## src/rtl/rxdma_pkg.sv

```systemverilog
package rxdma_pkg;

    localparam int WORD_W    = 16;
    localparam int NUM_PAIRS = 3;
    localparam int WCNT_W    = 17;

    typedef enum logic [0:0] {
        XS_IDLE = 1'b0,
        XS_MOVE = 1'b1
    } xfer_state_e;

    typedef struct packed {
        logic [WORD_W-1:0] status;
        logic [WORD_W-1:0] length;
    } frame_hdr_t;

    typedef struct packed {
        logic              fire;
        logic [WCNT_W-1:0] words;
    } xfer_done_t;

    // status word + length word + ceil(len/2) data words
    function automatic logic [WCNT_W-1:0] frame_words(input logic [WORD_W-1:0] len);
        logic [WCNT_W-1:0] half;
        half = ({1'b0, len} + WCNT_W'(1)) >> 1;
        return half + WCNT_W'(2);
    endfunction

    function automatic logic [WORD_W-1:0] ring_mask(input logic big);
        return big ? 16'hFFFF : 16'h3FFF;
    endfunction

endpackage

```

## src/rtl/rxdma_pacer.sv

```systemverilog
module rxdma_pacer #(
    parameter int ON_CYC  = 2800,
    parameter int OFF_CYC = 130
) (
    input  logic clk,
    input  logic rst,
    input  logic run,
    output logic pace_off
);
    localparam int CW = $clog2(ON_CYC + OFF_CYC + 1);

    logic [CW-1:0] cnt_q;
    logic          off_q;

    always_ff @(posedge clk) begin
        if (rst || !run) begin
            cnt_q <= '0;
            off_q <= 1'b0;
        end else if (!off_q) begin
            if (cnt_q == CW'(ON_CYC - 1)) begin
                cnt_q <= '0;
                off_q <= 1'b1;
            end else begin
                cnt_q <= cnt_q + CW'(1);
            end
        end else begin
            if (cnt_q == CW'(OFF_CYC - 1)) begin
                cnt_q <= '0;
                off_q <= 1'b0;
            end else begin
                cnt_q <= cnt_q + CW'(1);
            end
        end
    end

    assign pace_off = off_q;

    // the phase counter never runs past the length of its phase
    a_r4_phase_bound: assert property (@(posedge clk) disable iff (rst)
        off_q |-> (cnt_q < CW'(OFF_CYC)));
    a_r4_on_bound: assert property (@(posedge clk) disable iff (rst)
        !off_q |-> (cnt_q < CW'(ON_CYC)));

endmodule

```

## src/rtl/rxdma_xfer.sv

```systemverilog
module rxdma_xfer
    import rxdma_pkg::*;
#(
    parameter int ADDR_W = 10
) (
    input  logic                 clk,
    input  logic                 rst,
    input  logic                 frame_valid,
    input  frame_hdr_t           hdr_in,
    input  logic [1:0]           cfg_chan,
    input  logic                 cfg_burst,
    input  logic [NUM_PAIRS-1:0] ack_n,
    input  logic                 pace_off,
    input  logic [WORD_W-1:0]    mem_data,
    output logic                 frame_take,
    output logic [ADDR_W-1:0]    mem_addr,
    output logic [NUM_PAIRS-1:0] dma_req,
    output logic [WORD_W-1:0]    dma_data,
    output logic                 burst_run,
    output logic                 idle,
    output xfer_done_t           done
);
    xfer_state_e       state_q;
    frame_hdr_t        hdr_q;
    logic [1:0]        chan_q;
    logic              burst_q;
    logic [WCNT_W-1:0] left_q;
    logic [WCNT_W-1:0] total_q;
    logic [WCNT_W-1:0] idx_q;
    logic              ack_prev_q;
    logic              ack_sel;
    logic              ack_rise;
    logic              req_int;
    logic [WCNT_W-1:0] data_idx;

    always_comb begin
        ack_sel = 1'b1;
        for (int p = 0; p < NUM_PAIRS; p++) begin
            if (chan_q == 2'(p)) ack_sel = ack_n[p];
        end
    end

    assign ack_rise   = ack_sel && !ack_prev_q;
    assign frame_take = (state_q == XS_IDLE) && frame_valid;
    assign idle       = (state_q == XS_IDLE);

    always_ff @(posedge clk) begin
        if (rst) begin
            state_q    <= XS_IDLE;
            hdr_q      <= '0;
            chan_q     <= '0;
            burst_q    <= 1'b0;
            left_q     <= '0;
            total_q    <= '0;
            idx_q      <= '0;
            ack_prev_q <= 1'b1;
        end else begin
            ack_prev_q <= ack_sel;
            unique case (state_q)
                XS_IDLE: begin
                    if (frame_valid) begin
                        state_q    <= XS_MOVE;
                        hdr_q      <= hdr_in;
                        chan_q     <= cfg_chan;
                        burst_q    <= cfg_burst;
                        left_q     <= frame_words(hdr_in.length);
                        total_q    <= frame_words(hdr_in.length);
                        idx_q      <= '0;
                        ack_prev_q <= 1'b1;
                    end
                end
                XS_MOVE: begin
                    if (ack_rise) begin
                        left_q <= left_q - WCNT_W'(1);
                        idx_q  <= idx_q + WCNT_W'(1);
                        if (left_q == WCNT_W'(1)) state_q <= XS_IDLE;
                    end
                end
                default: state_q <= XS_IDLE;
            endcase
        end
    end

    // request drops while only the final word is outstanding
    assign req_int = (state_q == XS_MOVE) && (left_q > WCNT_W'(1)) && !pace_off;

    for (genvar g = 0; g < NUM_PAIRS; g++) begin : g_pair
        assign dma_req[g] = req_int && (chan_q == 2'(g));
    end

    assign data_idx  = idx_q - WCNT_W'(2);
    assign mem_addr  = (idx_q < WCNT_W'(2)) ? '0 : data_idx[ADDR_W-1:0];
    assign burst_run = (state_q == XS_MOVE) && burst_q;

    always_comb begin
        if (idx_q == WCNT_W'(0))      dma_data = hdr_q.status;
        else if (idx_q == WCNT_W'(1)) dma_data = hdr_q.length;
        else                          dma_data = mem_data;
    end

    assign done.fire  = (state_q == XS_MOVE) && ack_rise && (left_q == WCNT_W'(1));
    assign done.words = total_q;

    // each acknowledge rise in mid-frame moves exactly one word on
    a_r2_step_one: assert property (@(posedge clk) disable iff (rst)
        ((state_q == XS_MOVE) && ack_rise && (left_q > WCNT_W'(1)))
        |=> ((idx_q == $past(idx_q) + WCNT_W'(1)) && (state_q == XS_MOVE)));
    // no request without a frame in flight
    a_r1_idle_quiet: assert property (@(posedge clk) disable iff (rst)
        (state_q == XS_IDLE) |-> (dma_req == '0));
    // the final word is delivered with the request already low
    a_r3_last_unrequested: assert property (@(posedge clk) disable iff (rst)
        done.fire |-> (dma_req == '0));

endmodule

```

## src/rtl/rxdma_stats.sv

```systemverilog
module rxdma_stats
    import rxdma_pkg::*;
#(
    parameter int BCNT_W = 16,
    parameter int FCNT_W = 12
) (
    input  logic              clk,
    input  logic              rst,
    input  xfer_done_t        done,
    input  logic              cfg_big_ring,
    input  logic              cfg_irq_en,
    input  logic              fcnt_rd,
    input  logic              bcnt_rd,
    input  logic              evt_clr,
    output logic [WORD_W-1:0] sof_offset,
    output logic [WORD_W-1:0] frame_count,
    output logic [BCNT_W-1:0] byte_count,
    output logic              evt_rxdma,
    output logic              irq,
    output logic              buf_release
);
    localparam int PAD_W = WORD_W - FCNT_W;

    logic [WORD_W-1:0] ptr_q;
    logic [WORD_W-1:0] sof_q;
    logic [FCNT_W-1:0] fcnt_q;
    logic [BCNT_W-1:0] bcnt_q;
    logic              evt_q;
    logic              rel_q;
    logic [WORD_W-1:0] mask;
    logic [WORD_W-1:0] frame_bytes;
    logic [BCNT_W-1:0] frame_bytes_b;

    assign mask          = ring_mask(cfg_big_ring);
    assign frame_bytes   = WORD_W'({done.words, 1'b0});
    assign frame_bytes_b = BCNT_W'({done.words, 1'b0});

    always_ff @(posedge clk) begin
        if (rst) begin
            ptr_q  <= '0;
            sof_q  <= '0;
            fcnt_q <= '0;
            bcnt_q <= '0;
            evt_q  <= 1'b0;
            rel_q  <= 1'b0;
        end else begin
            rel_q <= done.fire;
            if (done.fire) begin
                sof_q <= ptr_q & mask;
                ptr_q <= (ptr_q + frame_bytes) & mask;
            end
            // a read in the same cycle as a completion keeps that completion
            if (fcnt_rd)        fcnt_q <= done.fire ? FCNT_W'(1) : '0;
            else if (done.fire) fcnt_q <= fcnt_q + FCNT_W'(1);
            if (bcnt_rd)        bcnt_q <= done.fire ? frame_bytes_b : '0;
            else if (done.fire) bcnt_q <= bcnt_q + frame_bytes_b;
            if (done.fire)      evt_q <= 1'b1;
            else if (evt_clr)   evt_q <= 1'b0;
        end
    end

    assign sof_offset  = sof_q;
    assign frame_count = {{PAD_W{1'b0}}, fcnt_q};
    assign byte_count  = bcnt_q;
    assign evt_rxdma   = evt_q;
    assign irq         = evt_q && cfg_irq_en;
    assign buf_release = rel_q;

    // a read with no coinciding completion empties the frame counter
    a_r7_read_clears: assert property (@(posedge clk) disable iff (rst)
        (fcnt_rd && !done.fire) |=> (fcnt_q == '0));
    // same for the byte counter
    a_r8_read_clears: assert property (@(posedge clk) disable iff (rst)
        (bcnt_rd && !done.fire) |=> (bcnt_q == '0));
    // a completion always leaves the event set and a release strobe
    a_r9_event_release: assert property (@(posedge clk) disable iff (rst)
        done.fire |=> (evt_q && rel_q));
    // a small ring never yields an offset at or above 16 KB
    a_r6_small_ring: assert property (@(posedge clk) disable iff (rst)
        (done.fire && !cfg_big_ring) |=> (sof_q[15:14] == 2'b00));

endmodule

```

## src/rtl/rx_dma_engine.sv

```systemverilog
module rx_dma_engine
    import rxdma_pkg::*;
#(
    parameter int CLK_MHZ      = 100,
    parameter int BURST_ON_NS  = 28000,
    parameter int BURST_OFF_NS = 1300,
    parameter int ADDR_W       = 10,
    parameter int BCNT_W       = 16
) (
    input  logic              clk,
    input  logic              rst,
    input  logic              frame_valid,
    input  logic [15:0]       frame_status,
    input  logic [15:0]       frame_len,
    output logic              frame_take,
    output logic [ADDR_W-1:0] mem_addr,
    input  logic [15:0]       mem_data,
    input  logic [1:0]        cfg_chan,
    input  logic              cfg_burst,
    input  logic              cfg_big_ring,
    input  logic              cfg_irq_en,
    output logic [2:0]        dma_req,
    input  logic [2:0]        dma_ack_n,
    output logic [15:0]       dma_data,
    output logic [15:0]       sof_offset,
    output logic [15:0]       frame_count,
    output logic [BCNT_W-1:0] byte_count,
    input  logic              fcnt_rd,
    input  logic              bcnt_rd,
    input  logic              evt_clr,
    output logic              evt_rxdma,
    output logic              irq,
    output logic              buf_release
);
    localparam int ON_CYC  = CLK_MHZ * BURST_ON_NS / 1000;
    localparam int OFF_CYC = CLK_MHZ * BURST_OFF_NS / 1000;

    frame_hdr_t hdr_in;
    xfer_done_t done;
    logic       burst_run;
    logic       pace_off;
    logic       idle;

    assign hdr_in.status = frame_status;
    assign hdr_in.length = frame_len;

    rxdma_pacer #(
        .ON_CYC (ON_CYC),
        .OFF_CYC(OFF_CYC)
    ) u_pacer (
        .clk     (clk),
        .rst     (rst),
        .run     (burst_run),
        .pace_off(pace_off)
    );

    rxdma_xfer #(
        .ADDR_W(ADDR_W)
    ) u_xfer (
        .clk        (clk),
        .rst        (rst),
        .frame_valid(frame_valid),
        .hdr_in     (hdr_in),
        .cfg_chan   (cfg_chan),
        .cfg_burst  (cfg_burst),
        .ack_n      (dma_ack_n),
        .pace_off   (pace_off),
        .mem_data   (mem_data),
        .frame_take (frame_take),
        .mem_addr   (mem_addr),
        .dma_req    (dma_req),
        .dma_data   (dma_data),
        .burst_run  (burst_run),
        .idle       (idle),
        .done       (done)
    );

    rxdma_stats #(
        .BCNT_W(BCNT_W),
        .FCNT_W(12)
    ) u_stats (
        .clk         (clk),
        .rst         (rst),
        .done        (done),
        .cfg_big_ring(cfg_big_ring),
        .cfg_irq_en  (cfg_irq_en),
        .fcnt_rd     (fcnt_rd),
        .bcnt_rd     (bcnt_rd),
        .evt_clr     (evt_clr),
        .sof_offset  (sof_offset),
        .frame_count (frame_count),
        .byte_count  (byte_count),
        .evt_rxdma   (evt_rxdma),
        .irq         (irq),
        .buf_release (buf_release)
    );

    // one pair at most carries a request
    a_r5_single_pair: assert property (@(posedge clk) disable iff (rst)
        $onehot0(dma_req));
    // a burst off phase silences every request line
    a_r4_off_silent: assert property (@(posedge clk) disable iff (rst)
        pace_off |-> (dma_req == '0));
    // completion cannot come out of an idle engine
    a_r10_idle_no_done: assert property (@(posedge clk) disable iff (rst)
        idle |-> !done.fire);

endmodule

```

## config.mk

```make
export PLATFORM = sky130hd
export DESIGN_NAME = rx_dma_engine
export DESIGN_NICKNAME = d
export VERILOG_FILES = /design/src/rtl/rxdma_pkg.sv /design/src/rtl/rxdma_pacer.sv /design/src/rtl/rxdma_xfer.sv /design/src/rtl/rxdma_stats.sv /design/src/rtl/rx_dma_engine.sv
export SDC_FILE = /design/constraint.sdc
export NUM_CORES = 1
export LEC_CHECK = 0
export ABC_CLOCK_PERIOD_IN_PS = 6400
export BUFFER_PORTS_ARGS = -buffer_cell sky130_fd_sc_hd__buf_2
export CAP_MARGIN = 20
export CORE_MARGIN = 5
export CORE_UTILIZATION = 55
export DETAILED_ROUTE_END_ITERATION = 16
export HOLD_SLACK_MARGIN = 0.1
export PLACE_DENSITY = 0.77
export SKIP_CTS_REPAIR_TIMING = 1
export SYNTH_ARGS = -nofsm -noshare
export SYNTH_HDL_FRONTEND = slang
export SYNTH_HIERARCHICAL = 1
export SYNTH_SLANG_ARGS = --single-unit
```

## constraint.sdc

```tcl
create_clock -name clk -period 6.4 [get_ports clk]
set_input_delay 1.28 -clock clk [delete_from_list [all_inputs] [get_ports clk]]
set_output_delay 1.28 -clock clk [all_outputs]
set_load 0.02 [all_outputs]
```

Word level (Yosys, flattened, before mapping)
Index checks and enable logic that the tools add are counted.
{"block": "classes", "n_addsub": 9, "n_lt_le_gt_ge": 2, "n_eq_ne": 8, "muxes": 33, "n_bitwise": 3, "n_reduce_logical": 22}
{"cell": "$mux 16", "count": 6}
{"cell": "$mux 17", "count": 4}
{"cell": "$pmux 17 s2", "count": 2}
{"cell": "$mux 12", "count": 5}
{"cell": "$eq 17x1->1 const B", "count": 2}
{"cell": "$add 16x16->16", "count": 2}
{"cell": "$and 16x16->16", "count": 2}
{"cell": "$add 12x1->12 const B", "count": 2}
{"cell": "$add 16x1->17 const B", "count": 1}
{"cell": "$add 16x2->17 const B", "count": 1}
{"cell": "$add 17x1->17 const B", "count": 1}
{"cell": "$gt 17x1->1 const B", "count": 1}
{"cell": "$logic_not 17->1", "count": 1}
{"cell": "$lt 17x2->1 const B", "count": 1}
{"cell": "$sub 17x1->17 const B", "count": 1}
{"cell": "$mux 1", "count": 14}
{"cell": "$eq 12x12->1 const B", "count": 1}
{"cell": "$eq 12x8->1 const B", "count": 1}
{"cell": "$logic_and 1x1->1", "count": 11}
{"cell": "$mux 10", "count": 1}
{"cell": "$sub 10x2->10 const B", "count": 1}
{"cell": "$reduce_bool 2->1", "count": 3}
{"cell": "$ne 2x2->1 const B", "count": 2}
{"cell": "$reduce_and 2->1", "count": 2}
{"cell": "7 further kinds", "count": 9}
{"block": "word_totals", "ff_bits": 161, "input_bits": 62, "elab_cells": 94}

Depth between registers and ports, before layout
Gate-level depths: netlist of run 1.
{"block": "logic_depth", "word_depth": 9, "mapped_depth": 11, "ltp_nobuf": 10}

Cells and area by module
Netlist of run 1, hierarchy kept.
{"mod": "rxdma_xfer", "instances": 1, "cells_per_inst": 711, "area_each_um2": 5260.0}
{"mod": "rxdma_stats", "instances": 1, "cells_per_inst": 449, "area_each_um2": 3756.1}
{"mod": "rxdma_pacer", "instances": 1, "cells_per_inst": 67, "area_each_um2": 598.1}

Least setup slack after synthesis of run 1
No wires, ideal clock.
{"block": "synth_timing", "path_type": "in2reg", "startpoint": "input port frame_len[0]", "endpoint": "register u_xfer.left_q[15]", "setup_ps": 86, "t_arrival_ps": 3482, "t_required_ps": 6314, "path_slack_ps": 2832, "cell_stages": 9, "n_path_buf": 1, "path_cell_list": "ha_1 buf_4 xor2_1 ha_1 nand4_1 o22a_1 nor4_4 or3b_1 a221oi_2"}
{"block": "synth_between", "elab_chain_cells": 4}
{"item": "start: declaration", "line": "rx_dma_engine.sv:14", "source": "input logic [15:0] frame_len,"}
{"item": "$add 16x1->17", "line": "rxdma_pkg.sv:25", "source": "half = ({1'b0, len} + WCNT_W'(1)) >> 1;"}
{"item": "$add 16x2->17", "line": "rxdma_pkg.sv:26", "source": "return half + WCNT_W'(2);"}
{"item": "$mux 17", "line": "rxdma_xfer.sv:61", "source": "if (frame_valid) begin"}
{"item": "$pmux 17 s2", "line": "rxdma_xfer.sv:59", "source": "unique case (state_q)"}
{"item": "end signal: assignment", "line": "rxdma_xfer.sv:66", "source": "left_q <= frame_words(hdr_in.length);"}
{"item": "end signal: assignment", "line": "rxdma_xfer.sv:74", "source": "left_q <= left_q - WCNT_W'(1);"}
{"item": "end: declaration", "line": "rxdma_xfer.sv:27", "source": "logic [WCNT_W-1:0] left_q;"}
No other way between the ends. The select of a mux whose other input is x is not followed.
A chain may end at the register's enable or synchronous reset.

Worst setup path in the final report of run 1
{"block": "layout_timing", "startpoint": "register u_xfer.idx_q[12]", "endpoint": "output port dma_data[0]"}
{"block": "layout_between", "elab_chain_cells": 3, "word_cells_on_any_way": 4, "cone_classes": "eq/ne: 1; mux: 2; reduce/logical: 1"}
{"item": "start: declaration", "line": "rxdma_xfer.sv:29", "source": "logic [WCNT_W-1:0] idx_q;"}
{"item": "start signal: assignment", "line": "rxdma_xfer.sv:75", "source": "idx_q <= idx_q + WCNT_W'(1);"}
{"item": "$eq 17x1->1", "line": "rxdma_xfer.sv:97", "source": "else if (idx_q == WCNT_W'(1)) dma_data = hdr_q.length;"}
{"item": "$mux 16", "line": "rxdma_xfer.sv:97"}
{"item": "$mux 16 *", "line": "rxdma_xfer.sv:96", "source": "if (idx_q == WCNT_W'(0)) dma_data = hdr_q.status;"}
{"item": "end: declaration", "line": "rx_dma_engine.sv:24", "source": "output logic [15:0] dma_data,"}
Mark *: on every way between the ends. The rest lies on a longest branch, timed or not.

==> flow_summary.ini, run 1 <==
[power]
p_per_area_nw_per_um2 = 223
p_sw_share_pct = 26.0
p_comb_share_pct = 12.2
power_frac_clock_pct = 44.3
intPower_mw = 1.79
p_leak_nw = 4.58
sequentialPowerShare_pct = 43.5
peakVddDrop_mv = 0.197
p_sw_mw = 0.628
power_mw = 2.42

[sta]
hold-worst-slack_ns = 0.458
setup_viol = 0
min_period_over_period_pct = 66.0
worstMarginPinSlew_ns = 0.969
fmax_ghz = 0.237
slew_violations = 0
min_period_ns = 4.22
rsz0062_at_grt = no
fin_tns_setup_ns = 0
hold_viol_final = 0
clock-skew-final_ns = 0.00713
slew_headroom_pct = 34.9

[critical_path]
crit_path_start_kind = register
crit_path_max_fanout = 16
arrival_ns = 2.94
endpoint_kind = primary output
critPathCapture = dma_data[0]
required_ns = 5.12
crit_path_start = u_xfer/idx_q[12]$_SDFFE_PP0P_
crit_type = reg -> out
reg2reg_slack_ns = 2.89
r2r-end = u_stats/fcnt_q[5]$_SDFFE_PP0P_
r2r-start = u_xfer/state_q$_SDFF_PP0_
r2r_cells = 9

[clock_tree]
cts_buffers = 17
root_buffer = clkbuf_16
cts_tree = built
clock_sinks = 158
cts.clk_slew.worst_paths_ns = 0.06
cts_buffer_depth = 2
clk-insertion-delay-late_ns = 0.42
htree_levels = 4

[floorplan]
rows = 48
die_h_um = 142
core_area_um2 = 17200
die_area_um2 = 20100
start_util_pct = 55.6
chipWidth_um = 142
num_io_pins = 143

[global_routing]
antenna_found_initial = 0
first_global_vias = 8258
grt_util_met2_pct = 38.3
grt_overflow = 0
grt_first_pass_wirelength_um = 40200
busiest_layer = met2
use_met3_pct = 4.04
met1_usage_pct = 32.5
track_usage_pct = 23.8
grt_max_degree = 82

[route]
vias = 9113
wire_per_inst_um = 16.0
drc = 0
ant_nets = 0
initialDrtViolationCount = 760
dr.pass1.iters = 5
routed_wl_um = 24700
avgViaCountPerCell = 5.89

[layout]
drive_gt1_share_pct = 14.8
nets = 1414
syn2layout_area_growth_pct = 13.5
finish.utilization_pct = 63.2
n_fill_cell = 1566
diodes = 0
fin_cells = 1547

[placed_design]
post-place-cells = 1516
hpwl_um = 17400
portBuffers = 136
gp_congestion = 0.935

[yosys]
syn_area_per_cell_um2 = 7.82
yosys_warnings = 6
syn_area_um2 = 9560
syn_inst = 1222

[min_path]
hp-class = reg -> reg

[flow_run]
drv_cap = 0

[status]
status = finished clean
per-layer routing:
metal,up-vias,part of all wire [%],wire (um)
met4,0,2.0,501
met2,344,45,11200
li1,4536,-,-
met5,-,0,0
met3,48,6.6,1620
met1,4185,46,11400
layout by cell type (no fill, tap or decap), types with 26 or more instances in the layout:
cell,instances
ha_1,40
inv_1,26
dfxtp_1,158
xor2_1,32
buf_2,135
nand3_1,40
nand2_1,153
nor2_1,144
o21ai_0,41
a21oi_1,125
mux2i_1,47
xnor2_1,32
layout make-up:
cell class              count  area (um^2)  share of cell area, %
well taps                 225          282                   2.59
inverters                  26         97.6                  0.900
repair buffers            142          728                   6.71
flip-flops and latches    158         3160                   29.2
clock buffers              21          460                   4.24
clock inverters            10          161                   1.49
multi-input cells         965         5960                   54.9
state kept, by name, summed over array words and instances (netlist names):
signal,cells
u_xfer/total_q,15
u_xfer/idx_q,17
u_stats/buf_release,1
u_pacer/cnt_q,12
u_pacer/pace_off,1
u_stats/byte_count,15
u_stats/evt_rxdma,1
u_xfer/burst_q,1
u_xfer/state_q,1
u_stats/fcnt_q,12
u_xfer/chan_q,2
u_xfer/hdr_q,32
u_stats/ptr_q,15
u_xfer/left_q,17
u_stats/sof_offset,15
u_xfer/ack_prev_q,1
worst min path at each step:
| stage | cells past startpoint | slack, ns | endpoint | from |
|---|---|---|---|---|
| finish | 2 | 0.46 | u_xfer/hdr_q[30]$_SDFFE_PP0P_ | u_xfer/hdr_q[30]$_SDFFE_PP0P_ |
| global route | 2 | 0.48 | u_xfer/hdr_q[25]$_SDFFE_PP0P_ | u_xfer/hdr_q[25]$_SDFFE_PP0P_ |
| CTS | 2 | 0.46 | u_xfer/hdr_q[23]$_SDFFE_PP0P_ | u_xfer/hdr_q[23]$_SDFFE_PP0P_ |
| detailed placement | 2 | 0.45 | u_xfer/hdr_q[23]$_SDFFE_PP0P_ | u_xfer/hdr_q[23]$_SDFFE_PP0P_ |
| global placement | 2 | 0.44 | u_xfer/hdr_q[30]$_SDFFE_PP0P_ | u_xfer/hdr_q[30]$_SDFFE_PP0P_ |
| floorplan | 1 | 0.43 | u_xfer/left_q[16]$_SDFFE_PP0P_ | u_xfer/left_q[16]$_SDFFE_PP0P_ |
power by group through the flow:
stage,clock (mW),combinational (mW),sequential (mW)
floorplan,0,0.221,1.06
global placement,0,0.284,1.07
detailed placement,0,0.289,1.07
CTS,1.09,0.291,1.05
global route,1.12,0.325,1.06
finish,1.07,0.294,1.05
worst max-delay path, cell delays in order (launching register included):
cell     delay (ns)
dfxtp_1        0.35
or4_1          0.57
nor2_1         0.19
and4_1         0.27
nand2_1        0.49
mux2i_1        0.25
a21oi_1        0.19
buf_2          0.20
per-stage QoR:
step	worst slack [ns]	cell area, um^2
2_1_floorplan	2.85	9580
3_3_place_gp	2.51	10200
3_5_place_dp	2.39	10200
4_1_cts	2.17	10800
5_1_grt	1.95	10800
6_report	2.18	10800
Power figures use the tool's default switching activity.
==> inputs of run 2 (changes only) <==
--- a/config.mk
+++ b/config.mk
@@ -5,7 +5,7 @@
 export SDC_FILE = /design/constraint.sdc
 export NUM_CORES = 1
 export LEC_CHECK = 0
-export ABC_CLOCK_PERIOD_IN_PS = 6400
+export ABC_CLOCK_PERIOD_IN_PS = 4100
 export BUFFER_PORTS_ARGS = -buffer_cell sky130_fd_sc_hd__buf_2
 export CAP_MARGIN = 20
 export CORE_MARGIN = 5
==> constraint.sdc (replaced) <==
create_clock -name clk -period 4.1 [get_ports clk]
set_input_delay 0.82 -clock clk [delete_from_list [all_inputs] [get_ports clk]]
set_output_delay 0.82 -clock clk [all_outputs]
set_load 0.02 [all_outputs]
==> flow_summary.ini, run 2 (same netlist as run 1, synthesis figures left out) <==
[global_routing]
track_usage_pct = 23.9
first_global_vias = 8419
grt_overflow = 0
antenna_found_initial = 0
grt_first_pass_wirelength_um = 40500
grt_max_degree = 98

[clock_tree]
root_buffer = clkbuf_16
cts_buffer_depth = 2
clk-insertion-delay-late_ns = 0.43
cts_buffers = 17
clock_sinks = 158
cts.clk_slew.worst_paths_ns = 0.07
cts_tree = built
htree_levels = 4

[layout]
multiInputGateArea_um2 = 5960
final_common_cell = dfxtp_1
largest_reg_flops = 32
drive_gt1_share_pct = 15.1
top_regs = u_xfer/hdr_q (32), u_xfer/idx_q (17), u_xfer/left_q (17)
largest-register = u_xfer/hdr_q
nets = 1417
register_area_um2 = 3160
diodes = 0
syn2layout_area_growth_pct = 13.5
finalInstanceArea_um2 = 10800
n_fill_cell = 1531
mostFrequentLayoutCells = dfxtp_1 (158), nand2_1 (153), nor2_1 (144)
fin_cells = 1551

[floorplan]
rows = 48
chipWidth_um = 142
core_area_um2 = 17200
die_h_um = 142
start_util_pct = 55.6
num_io_pins = 143
die_area_um2 = 20100

[sta]
slew_headroom_pct = 35.4
worstMarginPinSlew_ns = 0.961
rsz0062_at_grt = no
min_period_ns = 3.72
clock-skew-final_ns = 0.0112
fmax_ghz = 0.269
setup_viol = 0
hold-worst-slack_ns = 0.458
min_period_over_period_pct = 90.7
hold_viol_final = 0
slew_violations = 0
fin_tns_setup_ns = 0

[critical_path]
arrival_ns = 2.90
required_ns = 3.28
critPathBufInv = 1
cp_slowest_cell = or4_1
endpoint_kind = primary output
crit_path_max_fanout = 16
crit_path_start_kind = register
crit_type = reg -> out
crit_chain = or4_1 > nor2_1 > and4_1 > nand2_1 > mux2i_1 > a21oi_1 > buf_2
critical_path.top_delay_family = simple AND/OR/NAND/NOR gates
slowest_delay_ns = 0.56

[placed_design]
place_area_um2 = 10300
post-place-cells = 1519
gp_congestion = 0.915
portBuffers = 136
hpwl_um = 17400

[route]
vias = 9225
ant_nets = 0
dr.pass1.iters = 5
routed_wl_um = 24500
drc = 0
avgViaCountPerCell = 5.95
initialDrtViolationCount = 685
wire_per_inst_um = 15.8

[status]
status = finished clean

[min_path]
hp-class = reg -> reg

[flow_run]
drv_cap = 0

[power]
peakVddDrop_mv = 0.278
p_per_area_nw_per_um2 = 339
p_leak_nw = 4.56
==> run 2: cell count changes in the layout (fill, tap and decap cells not counted), sizes merged <==
cell      previous run  this run
clkbuf              21        20
buf                142       145
bufinv               4         2
clkinvlp             3         7
==> run 2: worst paths after layout <==
kind / start / end / slack, ns / cells after the start
worst min register to register: u_xfer/hdr_q[25]$_SDFFE_PP0P_ / u_xfer/hdr_q[25]$_SDFFE_PP0P_ / 0.46 / 2
worst max-delay path: u_xfer/idx_q[12]$_SDFFE_PP0P_ / dma_data[12] / 0.38 / 7
worst max register to register: u_xfer/state_q$_SDFF_PP0_ / u_xfer/left_q[8]$_SDFFE_PP0P_ / 1.06 / 7
worst min-delay path: u_xfer/hdr_q[25]$_SDFFE_PP0P_ / u_xfer/hdr_q[25]$_SDFFE_PP0P_ / 0.46 / 2
==> run 2: power by group <==
group          internal [mW]  switching, mW
logic                  0.167          0.294
clock network          0.916          0.659
registers               1.58         0.0583
total                   2.67           1.01
==> run 2: per-layer routing <==
| layer | global-route usage [%] | wire, um | vias to the layer above |
|---|---|---|---|
| met1 | 31.5 | 10800 | 4259 |
| met3 | 5.22 | 1890 | 45 |
| met5 | 0 | 0 | - |
| met2 | 38.7 | 11300 | 370 |
| met4 | 8.54 | 567 | 0 |
| li1 | - | - | 4551 |
==> run 2: cell type report <==
cell class / count / share of cell area, %
multi-input cells: 965 / 54.9
flip-flops and latches: 158 / 29.2
repair buffers: 145 / 7.04
clock buffers: 20 / 4.12
well taps: 225 / 2.60
clock inverters: 12 / 1.28
inverters: 26 / 0.900
==> run 2: worst reg2reg max path, delay by kind of cell, from the launching register on <==
kind / cells / cell delay [ns]
and+or+nand+nor: 2 / 0.74
AOI/OAI and AO/OA: 3 / 0.46
buffers and inverters: 2 / 0.94
DFF: 1 / 0.76
==> run 2: stage by stage <==
step	setup slack (ns)	total power, mW	utilization [%]
floorplan	1.01	1.99	-
CTS	0.368	3.70	63.2
detailed placement	0.546	2.13	59.7
global placement	0.667	2.12	59.7
finish	0.379	3.68	63.2
global route	0.198	3.83	63.2
==> inputs of run 3 (changes only) <==
--- a/config.mk
+++ b/config.mk
@@ -5,9 +5,9 @@
 export SDC_FILE = /design/constraint.sdc
 export NUM_CORES = 1
 export LEC_CHECK = 0
-export ABC_CLOCK_PERIOD_IN_PS = 4100
+export ABC_CLOCK_PERIOD_IN_PS = 4800
 export BUFFER_PORTS_ARGS = -buffer_cell sky130_fd_sc_hd__buf_2
-export CAP_MARGIN = 20
+export CAP_MARGIN = 30
 export CORE_MARGIN = 5
 export CORE_UTILIZATION = 55
 export DETAILED_ROUTE_END_ITERATION = 16
==> constraint.sdc (replaced) <==
create_clock -name clk -period 4.8 [get_ports clk]
set_input_delay 0.96 -clock clk [delete_from_list [all_inputs] [get_ports clk]]
set_output_delay 0.96 -clock clk [all_outputs]
set_load 0.02 [all_outputs]
==> flow_summary.ini, run 3 (same netlist as run 1, synthesis figures left out) <==
[power]
p_per_area_nw_per_um2 = 296
p_leak_nw = 4.58
power_mw = 3.21
peakVddDrop_mv = 0.250

[placed_design]
portBuffers = 136
gp_congestion = 0.951
hpwl_um = 17500

[global_routing]
grt_max_degree = 47
busiest_layer = met2
track_usage_pct = 23.8
antenna_found_initial = 1
grt_overflow = 0
use_met3_pct = 5.06
grt_first_pass_wirelength_um = 40300
grt_util_met2_pct = 37.4
met1_usage_pct = 32.6
first_global_vias = 8266

[layout]
final_common_cell = dfxtp_1
largest_reg_flops = 32
nets = 1415
multiInputGateArea_um2 = 5960
diodes = 0
drive_gt1_share_pct = 15.1
register_area_um2 = 3160
mostFrequentLayoutCells = dfxtp_1 (158), nand2_1 (153), nor2_1 (144)
largest-register = u_xfer/hdr_q
n_fill_cell = 1526
top_regs = u_xfer/hdr_q (32), u_xfer/idx_q (17), u_xfer/left_q (17)
syn2layout_area_growth_pct = 13.7

[clock_tree]
cts_buffer_depth = 2
htree_levels = 4
root_buffer = clkbuf_16
cts_tree = built
clk-insertion-delay-late_ns = 0.42
cts_buffers = 17
cts.clk_slew.worst_paths_ns = 0.06
clock_sinks = 158

[sta]
hold_viol_final = 0
min_period_over_period_pct = 80.8
clock-skew-final_ns = 0.00684
fin_tns_setup_ns = 0
slew_violations = 0
hold-worst-slack_ns = 0.459
setup_viol = 0
rsz0062_at_grt = no
fmax_ghz = 0.258
slew_headroom_pct = 38.9
min_period_ns = 3.88
worstMarginPinSlew_ns = 0.910

[floorplan]
die_h_um = 142
die_area_um2 = 20100
core_area_um2 = 17200
rows = 48
chipWidth_um = 142
num_io_pins = 143
start_util_pct = 55.6

[critical_path]
crit_type = reg -> out
slowest_delay_ns = 0.59
crit_path_max_fanout = 16
crit_path_start_kind = register
endpoint_kind = primary output
arrival_ns = 2.92
crit_chain = or4_1 > nor2_1 > and4_1 > nand2_1 > mux2i_1 > a21oi_1 > buf_2
cp_slowest_cell = or4_1
required_ns = 3.84

[route]
wire_per_inst_um = 15.8
initialDrtViolationCount = 775
avgViaCountPerCell = 5.96
routed_wl_um = 24400
vias = 9225
ant_nets = 0
dr.pass1.iters = 5
drc = 0

[min_path]
hp-class = reg -> reg

[flow_run]
drv_cap = 0

[status]
status = finished clean
## run 3: cell types whose count changed in the layout (fill, tap and decap cells not counted), sizes merged
cell | previous run | this run
buf | 145 | 143
clkinv | 2 | 4
clkinvlp | 7 | 4
bufinv | 2 | 3
## run 3: stage by stage
stage                     cells  area (um^2)  utilization, %  setup slack [ns]
after floorplan            1227         9580               -              1.57
after global placement     1517        10200            59.6              1.18
after detailed placement   1517        10200            59.6              1.09
after CTS                  1549        10900            63.2             0.922
after global routing       1549        10900            63.2             0.684
final                      1549        10900            63.2             0.922
## run 3: final timing paths
kind | from | endpoint | slack (ns) | cells past startpoint
hold / removal | u_xfer/hdr_q[23]$_SDFFE_PP0P_ | u_xfer/hdr_q[23]$_SDFFE_PP0P_ | 0.46 | 2
setup / recovery | u_xfer/idx_q[12]$_SDFFE_PP0P_ | dma_data[4] | 0.92 | 7
hold reg to reg | u_xfer/hdr_q[23]$_SDFFE_PP0P_ | u_xfer/hdr_q[23]$_SDFFE_PP0P_ | 0.46 | 2
setup reg to reg | u_xfer/state_q$_SDFF_PP0_ | u_xfer/left_q[13]$_SDFFE_PP0P_ | 1.38 | 7
## run 3: layer usage
layer | part of all wire (%) | up-vias
li1 | - | 4534
met1 | 45 | 4255
met2 | 45 | 378
met3 | 7.5 | 56
met4 | 2.4 | 2
met5 | 0.029 | -
## run 3: where the power goes
part | internal, mW | switching (mW)
Clock | 0.863 | 0.555
Combinational | 0.141 | 0.253
Sequential | 1.35 | 0.0514
## run 3: layout make-up
cell class,count,area share (%)
clock inverters,12,1.47
inverters,26,0.899
flip-flops and latches,158,29.1
repair buffers,143,6.77
clock buffers,20,4.30
well taps,225,2.59
multi-input cells,965,54.8
## run 3: worst max-delay path: cells and delay by family (launching register included)
kind	cells	cell delay, ns
buffers and inverters	1	0.19
muxes	1	0.26
DFF	1	0.34
AOI/OAI and AO/OA	1	0.17
and+or+nand+nor	4	1.52
